`src/rtl/mdio_eng_pkg.sv`:
```
package mdio_eng_pkg;
  localparam int PRE_LEN  = 32;
  localparam int FRM_LEN  = 32;
  localparam int TOT_LEN  = PRE_LEN + FRM_LEN;
  localparam int IDX_W    = $clog2(TOT_LEN);
  localparam int DATA_W   = 16;
  localparam int TA_HI    = 17;
  localparam int OP_HI    = 29;
  localparam int EVT_BIT  = 23;
  localparam logic [1:0] OP_READ = 2'b10;

  typedef struct packed {
    logic             start;
    logic             rise;
    logic             fall;
    logic             finish;
    logic             busy;
    logic [IDX_W-1:0] bitIdx;
  } mdioStrobeT;
endpackage

```
`src/rtl/mdio_eng_ctrl.sv`:
```
module mdio_eng_ctrl
  import mdio_eng_pkg::*;
#(
  parameter int DIV_W = 6
) (
  input  logic             clk,
  input  logic             rstN,
  input  logic             frameWrEn,
  input  logic             speedWrEn,
  input  logic [DIV_W:0]   speedWrData,
  output mdioStrobeT       strobe,
  output logic             mdc,
  output logic [DIV_W-1:0] divisor
);
  localparam logic [IDX_W-1:0] LAST_IDX = IDX_W'(TOT_LEN - 1);

  logic [DIV_W:0]   speedReg;
  logic [DIV_W-1:0] divCnt;
  logic             mdcQ;
  logic             busyQ;
  logic [IDX_W-1:0] bitIdxQ;
  logic             running;
  logic             tick;
  logic             startNow;
  logic             riseNow;
  logic             fallNow;
  logic             finishNow;

  assign divisor   = speedReg[DIV_W:1];
  assign running   = busyQ && (divisor != '0);
  assign tick      = running && (divCnt >= (divisor - 1'b1));
  assign startNow  = frameWrEn && !busyQ;
  assign riseNow   = tick && !mdcQ;
  assign fallNow   = tick && mdcQ;
  assign finishNow = fallNow && (bitIdxQ == LAST_IDX);

  always_ff @(posedge clk or negedge rstN) begin
    if (!rstN) begin
      speedReg <= '0;
    end else if (speedWrEn) begin
      speedReg <= speedWrData;
    end
  end

  always_ff @(posedge clk or negedge rstN) begin
    if (!rstN) begin
      busyQ   <= 1'b0;
      divCnt  <= '0;
      mdcQ    <= 1'b0;
      bitIdxQ <= '0;
    end else if (startNow) begin
      busyQ   <= 1'b1;
      divCnt  <= '0;
      mdcQ    <= 1'b0;
      bitIdxQ <= '0;
    end else if (running) begin
      if (tick) begin
        divCnt <= '0;
        mdcQ   <= ~mdcQ;
        if (fallNow) begin
          if (finishNow) begin
            busyQ <= 1'b0;
          end else begin
            bitIdxQ <= bitIdxQ + 1'b1;
          end
        end
      end else begin
        divCnt <= divCnt + 1'b1;
      end
    end
  end

  assign mdc = mdcQ && (divisor != '0);

  always_comb begin
    strobe.start  = startNow;
    strobe.rise   = riseNow;
    strobe.fall   = fallNow;
    strobe.finish = finishNow;
    strobe.busy   = busyQ;
    strobe.bitIdx = bitIdxQ;
  end
endmodule

```
`src/rtl/mdio_eng_dpath.sv`:
```
module mdio_eng_dpath
  import mdio_eng_pkg::*;
(
  input  logic        clk,
  input  logic        rstN,
  input  mdioStrobeT  strobe,
  input  logic [31:0] frameWrData,
  input  logic        evtWrEn,
  input  logic [31:0] evtWrData,
  input  logic        mdioIn,
  output logic [31:0] frameRdData,
  output logic [31:0] evtRdData,
  output logic        mdioOut,
  output logic        mdioOe
);
  localparam logic [IDX_W-1:0] FRM_IDX  = IDX_W'(PRE_LEN);
  localparam logic [IDX_W-1:0] TA_IDX   = IDX_W'(PRE_LEN + FRM_LEN - 1 - TA_HI);
  localparam logic [IDX_W-1:0] DATA_IDX = IDX_W'(TOT_LEN - DATA_W);

  logic [31:0]       frameReg;
  logic [DATA_W-1:0] capReg;
  logic              evtQ;
  logic              isRead;
  logic              inFrame;
  logic              releaseZone;
  logic              sampleZone;
  logic [4:0]        fIdx;

  assign isRead      = frameReg[OP_HI -: 2] == OP_READ;
  assign inFrame     = strobe.bitIdx >= FRM_IDX;
  assign releaseZone = strobe.bitIdx >= TA_IDX;
  assign sampleZone  = strobe.bitIdx >= DATA_IDX;
  assign fIdx        = 5'(TOT_LEN - 1 - int'(strobe.bitIdx));

  always_ff @(posedge clk or negedge rstN) begin
    if (!rstN) begin
      frameReg <= '0;
    end else if (strobe.start) begin
      frameReg <= frameWrData;
    end else if (strobe.finish && isRead) begin
      frameReg[DATA_W-1:0] <= capReg;
    end
  end

  always_ff @(posedge clk or negedge rstN) begin
    if (!rstN) begin
      capReg <= '0;
    end else if (strobe.rise && isRead && sampleZone) begin
      capReg <= {capReg[DATA_W-2:0], mdioIn};
    end
  end

  always_ff @(posedge clk or negedge rstN) begin
    if (!rstN) begin
      evtQ <= 1'b0;
    end else if (strobe.finish) begin
      evtQ <= 1'b1;
    end else if (evtWrEn && evtWrData[EVT_BIT]) begin
      evtQ <= 1'b0;
    end
  end

  always_comb begin
    evtRdData          = '0;
    evtRdData[EVT_BIT] = evtQ;
  end

  assign frameRdData = frameReg;
  assign mdioOut     = strobe.busy && (inFrame ? frameReg[fIdx] : 1'b1);
  assign mdioOe      = strobe.busy && !(isRead && releaseZone);
endmodule

```
`src/rtl/mdio_frame_engine.sv`:
```
module mdio_frame_engine
  import mdio_eng_pkg::*;
#(
  parameter int DIV_W = 6
) (
  input  logic         clk,
  input  logic         rstN,
  input  logic         frameWrEn,
  input  logic [31:0]  frameWrData,
  output logic [31:0]  frameRdData,
  input  logic         evtWrEn,
  input  logic [31:0]  evtWrData,
  output logic [31:0]  evtRdData,
  input  logic         speedWrEn,
  input  logic [DIV_W:0] speedWrData,
  output logic         mdc,
  output logic         mdioOut,
  output logic         mdioOe,
  input  logic         mdioIn
);
  mdioStrobeT       strobe;
  logic [DIV_W-1:0] divisor;

  mdio_eng_ctrl #(.DIV_W(DIV_W)) u_ctrl (
    .clk         (clk),
    .rstN        (rstN),
    .frameWrEn   (frameWrEn),
    .speedWrEn   (speedWrEn),
    .speedWrData (speedWrData),
    .strobe      (strobe),
    .mdc         (mdc),
    .divisor     (divisor)
  );

  mdio_eng_dpath u_dpath (
    .clk         (clk),
    .rstN        (rstN),
    .strobe      (strobe),
    .frameWrData (frameWrData),
    .evtWrEn     (evtWrEn),
    .evtWrData   (evtWrData),
    .mdioIn      (mdioIn),
    .frameRdData (frameRdData),
    .evtRdData   (evtRdData),
    .mdioOut     (mdioOut),
    .mdioOe      (mdioOe)
  );
endmodule

```
`config.mk`:
```
export PLATFORM = sky130hd
export DESIGN_NAME = mdio_frame_engine
export DESIGN_NICKNAME = d
export VERILOG_FILES = /design/src/rtl/mdio_eng_pkg.sv /design/src/rtl/mdio_eng_ctrl.sv /design/src/rtl/mdio_eng_dpath.sv /design/src/rtl/mdio_frame_engine.sv
export SDC_FILE = /design/constraint.sdc
export NUM_CORES = 1
export LEC_CHECK = 0
export ABC_CLOCK_PERIOD_IN_PS = 2250
export BUFFER_PORTS_ARGS = -buffer_cell sky130_fd_sc_hd__buf_2
export CAP_MARGIN = 25
export CORE_MARGIN = 3
export CORE_UTILIZATION = 45
export DETAILED_ROUTE_END_ITERATION = 16
export PLACE_DENSITY = 0.84
export SYNTH_ARGS = -nofsm -noshare
export SYNTH_HDL_FRONTEND = slang
export SYNTH_SLANG_ARGS = --single-unit
export TNS_END_PERCENT = 30
```
`constraint.sdc`:
```
create_clock -name clk -period 2.25 [get_ports clk]
set_input_delay 0.3375 -clock clk [delete_from_list [all_inputs] [get_ports clk]]
set_output_delay 0.3375 -clock clk [all_outputs]
set_load 0.03 [all_outputs]
```
# Word level (Yosys, flattened, before mapping)
# Cells that the tools add are included.
# op_classes
reduce_logical,27
n_lt_le_gt_ge,5
eq_ne,3
bitwise,1
muxes,23
addsub,4
# op_table
cell,n
two-way mux 6 bit,8
two-way mux 16 bit,2
greater-or-equal comparator 6 bit (second input constant),3
logical AND 1 bit,14
adder 6 x 1 -> 6 bit (second input constant),2
two-way mux 1 bit,12
nonzero test 2 bit,6
AND reduction 4 bit,2
== test 6 bit (second input constant),1
greater-or-equal comparator 6 bit,1
< comparator 5 x 6 -> 1 bit (second input constant),1
nonzero test 6 bit,1
subtractor 6 x 1 -> 6 bit (second input constant),1
binary-select mux 1 bit (select 5 bit),1
subtractor 5 bit (first input constant),1
logical NOT 1 bit,3
== test 2 bit (second input constant),1
inequality test 2 x 1 -> 1 bit (second input constant),1
AND reduction 2 bit,1
NOT 1 bit,1
# totals
register_bits,70
wordCells,72
inputBits,77
out_inout_bits,67

# Logic depth before layout (Yosys ltp)
# Gate-level depths: netlist (run 1).
# depth
ltp_word,10
ltp_mapped,12
depth_no_buf,10

# By module
# Synthesis (run 1) repeated with hierarchy kept, for this count alone.
# hier_totals
hier_cells,335
hier_area_um2,3794.9
# by_module_without_submodules
mod,area_per_inst_um2,cells_each,seq_area_each_um2,instances
mdio_eng_dpath,2541.2,204,1226.2,1
mdio_eng_ctrl,1253.7,131,500.5,1

# Least setup slack after synthesis (run 1)
# No wires, ideal clock.
# synth_timing
path_kind,reg2reg
from,register u_ctrl.speedReg[4]
to,register u_dpath.capReg[10]
period_less_slack_ns,2.511
path_slack_ns,-0.261
setup_ns,0.125
path_stages_with_launch,11
required_ns,2.125
t_arrival_ns,2.387
path_buffers,1
path_cell_list,dfrtp_1 nor3_2 nand3_1 xnor2_1 ha_1 a21oi_1 o21ai_0 a21o_1 nand3_2 buf_2 mux2_2
# synth_between
elab_chain_len,6
word_cells_on_any_way,8
classes_between,add/sub: 1; order compare: 1; reduce/logical: 6
# synth_rtl
item,line,source
start: declaration,mdio_eng_ctrl.sv:17,logic [DIV_W:0] speedReg;
start signal: assignment,mdio_eng_ctrl.sv:41,speedReg <= speedWrData;
subtractor 6 x 1 -> 6 bit or nonzero test 6 bit (tied branches),"mdio_eng_ctrl.sv:31, mdio_eng_ctrl.sv:30",
greater-or-equal comparator 6 bit or logical AND 1 bit (tied branches),"mdio_eng_ctrl.sv:31, mdio_eng_ctrl.sv:30",
logical AND 1 bit *,mdio_eng_ctrl.sv:31,assign tick = running && (divCnt >= (divisor - 1'b1));
logical AND 1 bit *,mdio_eng_ctrl.sv:33,assign riseNow = tick && !mdcQ;
logical AND 1 bit * (2 in a row),mdio_eng_dpath.sv:48,end else if (strobe.rise && isRead && sampleZone) begin
end signal: assignment,mdio_eng_dpath.sv:49,"capReg <= {capReg[DATA_W-2:0], mdioIn};"
end: declaration,mdio_eng_dpath.sv:21,logic [DATA_W-1:0] capReg;
# Every way passes the cells marked *; elsewhere a longest branch is shown, timed or not.
# A chain may end at the register's enable or synchronous reset.

# Worst setup path after layout (run 1)
# layout_timing
from,register u_ctrl.bitIdxQ[0]
to,output mdioOut
# layout_between
elab_chain_len,5
word_cells_on_any_way,6
classes_between,add/sub: 1; order compare: 1; mux: 3; reduce/logical: 1
# layout_rtl
item,line,source
start: declaration,mdio_eng_ctrl.sv:21,logic [IDX_W-1:0] bitIdxQ;
start signal: assignment,mdio_eng_ctrl.sv:64,bitIdxQ <= bitIdxQ + 1'b1;
subtractor 5 bit,mdio_eng_dpath.sv:33,assign fIdx = 5'(TOT_LEN - 1 - int'(strobe.bitIdx));
binary-select mux 1 bit (select 5 bit),mdio_eng_dpath.sv:69,assign mdioOut = strobe.busy && (inFrame ? frameReg[fIdx] : 1'b1);
two-way mux 1 bit (implied by the code),mdio_eng_dpath.sv:69,
two-way mux 1 bit *,mdio_eng_dpath.sv:69,
logical AND 1 bit *,mdio_eng_dpath.sv:69,
end: declaration,mdio_frame_engine.sv:17,"output logic mdioOut,"
# Every way passes the cells marked *; elsewhere a longest branch is shown, timed or not. The select of a mux whose other input is x is not followed.

==> run metrics, run 1 <==
status=complete, but fails checks; failing checks=hold timing, setup timing; total gr overflow=0; final std cells w/o fill=616; worst endpoint required time=1.91 ns; area grow syn2layout=32.0%; Simple-Gate Fraction of Synth Area=16.9%; Yosys reg bits=69; xor/xnor share of the synthesized area=1.12%; Switch Pwr=1.95 mW; RSZ-0062 raised after global routing=true; pwr dens=933 nW/um^2; Mean Syn Cell Area=9.60 um^2; post-route minimum period=2.48 ns; final worst-path cycle share=110%; Max Clock Freq=403 MHz; Min-Delay Path Class=in -> async; gpl congestion=0.856; dpl hpwl=6900 um; first-pass iteration count of the detailed router=4; Synth area leader=dfrtp_1; max cap viols=0; post-route worst setup slack=-0.230 ns; CTS Hold Bufs=0; DRT iter0 DRCs=214; die area=9840 um^2; htree depth=3; multi-input logic area=2290 um^2; Slew @ Worst Pin=0.727 ns; CORE AREA=8340 um^2; Worst EP arrival=2.14 ns; cell chosen for the clock root=clkbuf_8; crit start category=flip-flop; Final Max Tran Viols=0; vias in the first global route=3373; main combinational cell family by area after synthesis=simple AND/OR/NAND/NOR gates; CP Capture Point=mdioOut; most common cell in the netlist=dfrtp_1; synthesized instance count=407; Clk pwr share=21.5%; initial antenna violation count=0; # rows=33; Slew HR=51.3%; yosys warns=0; register area=1730 um^2; CTS Buffer Depth=2; routed vias=3444; worst r2r src=u_ctrl.speedReg[3]; first-pass GRT wire length=16000 um; final WL=10600 um; # fillers=646; Worst Skew=0.0113 ns; CP startpoint=u_ctrl.bitIdxQ[0]; Post-synth EDFFs=0; Antenna Cells=0; synthesized area=3910 um^2; drt wl/cell=17.2 um; Crit Reg-Reg Endpoint=u_dpath.evtQ; overall die width=99.2 um; cell internal pwr=2.86 mW; vias per cell=5.59; num ports=144; GRT Util Overall=20.4%; post-route cell area=5160 um^2; Leak=2.44 nW; CTS tree=yes; Routed Antenna Nets=0; sequential power share=33.5%; WHS=-0.0266 ns; Synth top area share=44.2%; post-synthesis sequential area ratio=44.2%; Overall Power=4.81 mW; Port Buffer Count=80; die boundary height=99.2 um; clk slew on worst S/H paths=0.08 ns; mux cell area share after synthesis=10.8%; final hold violation count=16; r2r setup slk=-0.18 ns; asr flop ratio synth=100%; Starting Density=46.8%; combinational share of power=45.0%; Placed Area=4500 um^2; Netlist cell types=43; Max rail drop VDD=0.000410 V; Setup crit end kind=output port; Post-Synth Adder-Cell Area=3.20%; Crit Path Max Fanout=4; clock latency at the later pin of the worst-skew pair=0.36 ns; Compound-Gate Fraction of Synth Area=14.2%; CTS Sinks=69; Net Sw Frac=40.5%; WS Path Type=reg -> out; largest net degree at the start of global routing=70; Synth area leaders=dfrtp_1 (44%), nand2_1 (6.4%), buf_4 (6.1%), mux2_2 (5.8%), a31oi_1 (3.8%); total CTS buffers=9; layout cell share with drive strength beyond 1=41.5%; ys flop type=dfrtp_1; Final #Nets=594; Commonest cells post-synth=dfrtp_1 (69), nand2_1 (67), buf_4 (32); Post-route DRC=0; Cells after DPL=592; Final setup viols=42; Worst R2R Path Depth=10
-- power groups by stage --
stage / clock network [mW] / logic [mW] / registers (mW)
global route: 1.11 / 2.30 / 1.64
global placement: 0 / 1.56 / 1.60
finish: 1.04 / 2.16 / 1.61
floorplan: 0 / 1.06 / 1.66
CTS: 1.05 / 1.77 / 1.60
detailed placement: 0 / 1.62 / 1.61
-- state kept, by name, indices dropped and copies added (netlist names) --
name                 count
u_ctrl.bitIdxQ           6
u_ctrl.busyQ             1
u_ctrl.divCnt            6
u_ctrl.mdcQ              1
u_ctrl.speedReg          6
u_dpath.capReg          16
u_dpath.evtQ             1
u_dpath.frameRdData     32
-- routing by layer --
| metal | part of all wire [%] | track usage [%] |
|---|---|---|
| met4 | 2.0 | 5.36 |
| met3 | 7.9 | 5.75 |
| met2 | 50 | 33.7 |
| met5 | 0 | 0 |
| met1 | 40 | 26.5 |
-- layout make-up --
type	instances	area share (%)
Timing Repair Buffer	116	15.2
Multi-Input combinational cell	304	44.5
Tap cell	105	2.55
Inverter	7	0.509
Clock inverter	5	1.16
Clock buffer	10	2.67
Sequential cell	69	33.5
-- placed cells by master, fill, tap and decap left out, drive strengths merged, types with 2 or more instances in the layout --
| master | count |
|---|---|
| o21ai | 24 |
| a311oi | 2 |
| nor2 | 24 |
| nor4 | 2 |
| dfrtp | 69 |
| clkbuf | 10 |
| nor3b | 2 |
| a31oi | 25 |
| o21a | 2 |
| or3 | 3 |
| conb | 31 |
| a32o | 3 |
| inv | 8 |
| ha | 10 |
| nor2b | 3 |
| nor4b | 3 |
| nand2 | 67 |
| mux2 | 20 |
| and3 | 17 |
| a2111oi | 2 |
| o31ai | 2 |
| a21o | 3 |
| buf | 116 |
| mux2i | 6 |
| clkinv | 2 |
| mux4 | 6 |
| xnor2 | 4 |
| a21oi | 24 |
| nor3 | 4 |
| nand3 | 8 |
-- critical path, stage by stage, from the launching register on --
cell and delay, ns:
dfrtp_1 0.42, buf_4 0.20, mux2i_4 0.26, nor4b_2 0.08, a2111oi_2 0.35, o21a_1 0.22, a311oi_2 0.06, buf_4 0.18
-- logic make-up (layout without fill, tap and decap cells) --
group           after synthesis  count (layout)
fa+ha+maj                    10              10
compound gates               88              89
flops                        69              69
simple gates                137             137
xor+xnor                      5               5
other cells                   1              31
mux                          32              32
buf+inv                      65             138
-- how the worst min path moves through the flow --
stage / endpoint
6_report: u_dpath.frameRdData[11]
5_1_grt: u_dpath.frameRdData[11]
4_1_cts: u_dpath.frameRdData[11]
3_5_place_dp: u_dpath.frameRdData[11]
3_3_place_gp: u_dpath.frameRdData[11]
2_1_floorplan: u_ctrl.bitIdxQ[0]
-- stage by stage --
| stage | hold WS (ns) | worst slack [ns] | utilization, % | TNS, ns |
|---|---|---|---|---|
| final | -0.0266 | -0.230 | 61.9 | -5.25 |
| after detailed placement | 0.387 | -0.213 | 53.9 | -4.98 |
| after floorplan | 0.0419 | -0.0965 | - | -0.969 |
| after global routing | 0.0273 | -0.294 | 61.9 | -9.45 |
| after CTS | 0.00407 | -0.219 | 58.3 | -4.51 |
| after global placement | 0.385 | -0.166 | 53.9 | -2.81 |
-- what timing repair did --
item                       4_1_cts  5_1_grt
setup endpoints to repair       46       47
buffers inserted                 5        2
gates resized for setup         22       62
gates cloned                     1        3
pin swaps                        6       21
No activity file was read; power rests on OpenSTA's default activity.
==> run 2: changes to the inputs <==
--- a/config.mk
+++ b/config.mk
@@ -5,6 +5,7 @@
 export SDC_FILE = /design/constraint.sdc
 export NUM_CORES = 1
 export LEC_CHECK = 0
+export ABC_AREA = 1
 export ABC_CLOCK_PERIOD_IN_PS = 2250
 export BUFFER_PORTS_ARGS = -buffer_cell sky130_fd_sc_hd__buf_2
 export CAP_MARGIN = 25
==> run 2 against run 1 <==
Net effect: the flow finishes with violations (setup timing); wire length decreased by 6.7%; sequential power is 7% lower; clock skew is 0.0067 ns lower; first-iteration DRC count grew 30%; maximum frequency is 3.2% higher; sequential cell count is the same; synthesized area up 0.38%; worst hold slack better by 0.22 ns; die area grew 0.36%; critical endpoint is now u_dpath.frameRdData[7]; largest cell class unchanged.
==> run metrics, run 2 <==
overall die width=99.4 um; CTS tree=yes; largest net degree at the start of global routing=48; Final #Nets=696; die area=9870 um^2; WS Path Type=reg -> reg; Post-route DRC=0; CTS Buffer Depth=2; Max rail drop VDD=0.000331 V; first-pass GRT wire length=16400 um; pre-CTS setup slack=-0.242 ns; htree depth=3; Worst R2R Path Depth=15; total gr overflow=0; Slew @ Worst Pin=0.577 ns; most common cell in the netlist=nand2_1; Antenna Cells=0; max reg flops=32; synthesized area=3920 um^2; Final setup viols=32; Synth area leaders=dfrtp_1 (44%), nand2_1 (16%), o21ai_0 (6.1%), buf_4 (6.1%), inv_1 (4.3%); Placed Area=4420 um^2; CTS Sinks=69; r2r setup slk=-0.15 ns; Hold Path Origin=frameWrData[26]; post-route cell area=4930 um^2; Max Clock Freq=416 MHz; Critical Path Stages=15; Synth top area share=44.0%; gpl congestion=0.837; DRT iter0 DRCs=278; commonest non-fill, non-tap cells in the layout=nand2_1 (156), buf_2 (80), dfrtp_1 (69), o21ai_0 (44), inv_1 (42); worst endpoint required time=2.53 ns; post-synthesis sequential area ratio=44.0%; Netlist cell types=32; Starting Density=47.0%; asr flop ratio synth=100%; crit start category=flip-flop; Worst Skew=0.00460 ns; Post-synth EDFFs=0; Worst EP arrival=2.68 ns; clk slew on worst S/H paths=0.07 ns; die boundary height=99.4 um; most common library cell in the layout ignoring fill and taps=nand2_1; Setup crit end kind=flip-flop; CP dominant cell by count=nand2_1; status=complete, but fails checks; CP Capture Point=u_dpath.frameRdData[7]; ys flop type=dfrtp_1; Leak=2.64 nW; Critical Path, Cell by Cell=inv_2, buf_4, buf_4, ha_1, ha_1, nand2_1, nand2_1, nand2_2, nand2_4, buf_12, nand4_4, o21bai_4, clkbuf_16, nand2_1, nand2_1; num ports=144; GRT Util Overall=20.3%; # rows=33; Crit Path Max Fanout=8; yosys warns=0; Worst Path Buf+Inv=5; Overall Power=3.78 mW; layout cell share with drive strength beyond 1=28.8%; vias per cell=4.97; worst r2r src=u_ctrl.speedReg[1]; synthesized instance count=507; total CTS buffers=9; Critical-path top delay cell=dfrtp_1; # fillers=729; drt wl/cell=13.8 um; CP delay by family, top=adder cells; post-route worst setup slack=-0.152 ns; final WL=9870 um; failing checks=setup timing; final hold violation count=0; Commonest cells post-synth=nand2_1 (164), dfrtp_1 (69), o21ai_0 (48); area grow syn2layout=25.8%; Mean Syn Cell Area=7.74 um^2; initial antenna violation count=0; Core Util, Final=59.2%; dpl hpwl=6740 um; Routed Antenna Nets=0; Crit Reg-Reg Endpoint=u_dpath.frameRdData[7]; Port Buffer Count=80; pwr dens=767 nW/um^2; clock latency at the later pin of the worst-skew pair=0.34 ns; Yosys reg bits=69; final worst-path cycle share=107%; Final Max Tran Viols=0; Slew HR=61.4%; vias in the first global route=3563; routed vias=3555; critical path's largest stage delay=0.35 ns; Min-Delay Path Class=in -> reg; CORE AREA=8340 um^2; RSZ-0062 raised after global routing=true; first-pass iteration count of the detailed router=5; max cap viols=0; Synth area leader=dfrtp_1; post-route minimum period=2.40 ns; CP startpoint=u_ctrl.speedReg[1]; cell chosen for the clock root=clkbuf_8
[run 2: changes by cell type after synthesis, moves of 18 or more]
cell,change
nand3_1,+20
mux2_2,-18
a31oi_1,-24
nand2_1,+97
inv_1,+38
o21ai_0,+24
[run 2: through the flow]
stage	hold WS, ns	instances	TNS, ns
after floorplan	0.0419	537	0
after global placement	0.352	692	-3.94
after detailed placement	0.359	692	-6.11
after CTS	0.181	711	-1.21
after global routing	0.192	716	-7.71
final	0.193	716	-2.77
[run 2: cell type report]
class                      instances  area [um^2]  area share [%]
sequential                        69         1730            35.0
clock inverter                     2         35.0           0.710
tap                              105          131            2.66
inverter                          48          184            3.73
timing repair buffer             112          727            14.7
multi-input combinational        369         1980            40.1
clock buffer                      11          151            3.07
[run 2: kinds of logic after synthesis]
group | Yosys count | share of synthesized area [%]
buf+inv | 100 | 13.5
fa+ha+maj | 10 | 3.19
xor+xnor | 11 | 2.46
mux | 2 | 0.574
simple gates | 241 | 25.9
compound gates | 73 | 10.3
other cells | 1 | 0.0956
flops | 69 | 44.0
[run 2: worst min-delay path by stage]
stage,endpoint,slack [ns],cells past startpoint
3_5_place_dp,u_dpath.frameRdData[20],0.36,1
4_1_cts,u_dpath.frameRdData[26],0.18,3
6_report,u_dpath.frameRdData[26],0.19,3
5_1_grt,u_dpath.frameRdData[24],0.19,3
3_3_place_gp,u_dpath.frameRdData[29],0.35,1
2_1_floorplan,u_ctrl.bitIdxQ[0],0.04,0
[run 2: power by group]
part	switching [mW]	internal, mW	total [mW]
logic	0.773	0.531	1.30
registers	0.155	1.34	1.49
clock network	0.433	0.552	0.985
[run 2: worst register-to-register path: cells and delay by family (launching register included)]
| kind | cells | cell delay (ns) |
|---|---|---|
| compound gates | 1 | 0.21 |
| fa+ha+maj | 2 | 0.64 |
| buf+inv | 5 | 0.62 |
| flops | 1 | 0.35 |
| simple gates | 7 | 0.52 |
[run 2: metal layers]
layer  share of wire, %  global-route usage (%)  up-vias
met1                 40                    24.2     1671
li1                   -                       -     1735
met5                  0                       0        -
met2                 52                    35.5      126
met4                2.5                    8.93        0
met3                5.1                    4.07       23
[run 2: repair_timing]
action | 4_1_cts | 5_1_grt
buffers inserted | 4 | 4
resized for setup | 32 | 17
cloned | 1 | 1
endpoints found under the setup margin | 46 | 48
pin swaps | 9 | 9
hold endpoints to repair | 22 | 0
hold buffers | 1 | 0
==> run 3: changes to the inputs <==
--- a/config.mk
+++ b/config.mk
@@ -10,9 +10,10 @@
 export BUFFER_PORTS_ARGS = -buffer_cell sky130_fd_sc_hd__buf_2
 export CAP_MARGIN = 25
 export CORE_MARGIN = 3
-export CORE_UTILIZATION = 45
+export CORE_UTILIZATION = 35
+export CTS_CLUSTER_SIZE = 16
 export DETAILED_ROUTE_END_ITERATION = 16
-export PLACE_DENSITY = 0.84
+export PLACE_DENSITY = 0.69
 export SYNTH_ARGS = -nofsm -noshare
 export SYNTH_HDL_FRONTEND = slang
 export SYNTH_SLANG_ARGS = --single-unit
==> run 3 against run 2 <==
Net effect: the run ends with hold timing, setup timing left; register-to-register slack improved by 0.097 ns; via count fell by 1.5%; worst hold slack got worse by 0.20 ns; setup slack improved by 0.097 ns; count of clock-buffer cells in the layout rose by 2; maximum frequency rose by 4.2%; non-clock buffer count did not move; utilization fell by 14 points.
==> run metrics, run 3 (synthesized netlist as in run 2, its figures left out) <==
RSZ-0062 raised after global routing=true; Slew HR=60.0%; Worst Skew=0.00966 ns; max cap viols=0; clk slew on worst S/H paths=0.07 ns; Crit Path Max Fanout=8; Port Buffer Count=80; first-pass iteration count of the detailed router=6; final hold violation count=7; vias per cell=4.65; pwr dens=739 nW/um^2; overall die width=112 um; initial antenna violation count=0; vias in the first global route=3360; Slew @ Worst Pin=0.597 ns; status=complete, but fails checks; commonest non-fill, non-tap cells in the layout=nand2_1 (158), buf_2 (79), dfrtp_1 (68), o21ai_0 (43), inv_1 (42); first-pass GRT wire length=15800 um; layout cell share with drive strength beyond 1=29.0%; Routed Antenna Nets=0; area grow syn2layout=25.4%; Final setup viols=18; final worst-path cycle share=102%; num ports=144; htree depth=3; crit start category=flip-flop; r2r setup slk=-0.06 ns; CTS Sinks=69; Min-Delay Path Class=in -> async; Max Clock Freq=434 MHz; Crit Reg-Reg Endpoint=u_dpath.frameRdData[14]; gpl congestion=0.828; pre-CTS setup slack=-0.235 ns; routed vias=3501; drt wl/cell=12.8 um; final WL=9660 um; post-route minimum period=2.31 ns; Starting Density=36.0%; total gr overflow=0; die area=12500 um^2; post-route worst setup slack=-0.0557 ns; CTS Hold Bufs=0; WS Path Type=reg -> reg; Overall Power=3.64 mW; largest net degree at the start of global routing=70; Worst EP arrival=2.55 ns; register area=1730 um^2; Max rail drop VDD=0.000326 V; Antenna Cells=0; WHS=-0.0114 ns; dpl hpwl=6780 um; total CTS buffers=9; failing checks=hold timing, setup timing; multi-input logic area=1980 um^2; cell chosen for the clock root=clkbuf_8; max reg flops=32; # fillers=1079; CTS Buffer Depth=2; clock latency at the later pin of the worst-skew pair=0.36 ns; Leak=2.60 nW; worst r2r src=u_ctrl.speedReg[2]; DRT iter0 DRCs=161; Final #Nets=696; worst endpoint required time=2.49 ns; Setup crit end kind=flip-flop; die boundary height=112 um; Sum Neg Setup Slack=-0.507 ns; GRT Util Overall=15.5%; CORE AREA=10900 um^2; Worst R2R Path Depth=16; # rows=38; Post-route DRC=0; most common library cell in the layout ignoring fill and taps=nand2_1; Final Max Tran Viols=0; CTS tree=yes
## run 3: changes by cell type in the layout (fill, tap and decap cells not counted), moves of 2 or more
cell | before | now
o22ai_2 | 0 | 2
nor2_1 | 35 | 33
nand2_2 | 9 | 7
buf_4 | 24 | 28
o22ai_1 | 3 | 1
buf_12 | 5 | 3
nand2_1 | 156 | 158
clkbuf_1 | 0 | 3
## run 3: per-layer routing
| metal | vias to the layer above | share of wire (%) | global-route usage (%) |
|---|---|---|---|
| met5 | - | 0 | 0 |
| met4 | 0 | 2.9 | 6.81 |
| met3 | 23 | 4.8 | 4.02 |
| met2 | 88 | 49 | 24.9 |
| met1 | 1649 | 43 | 19.7 |
| li1 | 1741 | - | - |
## run 3: area by class of cell
class / count / share of cell area [%]
Clock buffer: 13 / 3.03
Clock inverter: 2 / 0.203
Inverter: 48 / 3.79
Multi-Input combinational cell: 369 / 40.3
Sequential cell: 69 / 35.1
Tap cell: 140 / 3.56
Timing Repair Buffer: 112 / 14.0
## run 3: what timing repair did
item                                   4_1_cts  5_1_grt
gates cloned                                 1        0
endpoints found under the hold margin        0        0
pin swaps                                   10       12
setup endpoints to repair                   44       48
setup buffers                                5        2
gates resized for setup                     35       22
## run 3: how the worst max path moves through the flow
stage                              endpoint  slack [ns]          startpoint
CTS                  u_dpath.frameRdData[1]       -0.09  u_ctrl.speedReg[1]
detailed placement   u_dpath.frameRdData[1]       -0.23  u_ctrl.speedReg[1]
global placement     u_dpath.frameRdData[1]       -0.20  u_ctrl.speedReg[1]
finish              u_dpath.frameRdData[14]       -0.06  u_ctrl.speedReg[2]
global route        u_dpath.frameRdData[14]       -0.23  u_ctrl.speedReg[2]
floorplan           u_dpath.frameRdData[12]        0.02  u_ctrl.speedReg[1]
## run 3: worst max-delay path, cell delays in order, from the launching register on
cell,delay [ns]
dfrtp_1,0.37
inv_2,0.08
buf_6,0.11
ha_4,0.12
nand2_2,0.05
xor2_1,0.15
inv_1,0.06
ha_1,0.28
nand2_2,0.06
nor2_2,0.09
nand2_2,0.10
nand2_4,0.11
nand3_4,0.10
nor2_4,0.18
nand2_4,0.15
nand3_2,0.11
nand2_1,0.06
## run 3: through the flow
step           hold WS, ns  cells  instance area (um^2)  util, %
5_1_grt             0.0280    753                  4920     45.2
6_report           -0.0114    753                  4920     45.2
4_1_cts             0.0119    751                  4840     44.5
3_3_place_gp         0.402    730                  4490     41.2
2_1_floorplan       0.0419    537                  4040        -
3_5_place_dp         0.399    730                  4490     41.2
## run 3: power by group
group | switching, mW | total (mW) | internal [mW]
clock network | 0.471 | 0.893 | 0.422
logic | 0.734 | 1.25 | 0.512
registers | 0.156 | 1.50 | 1.34
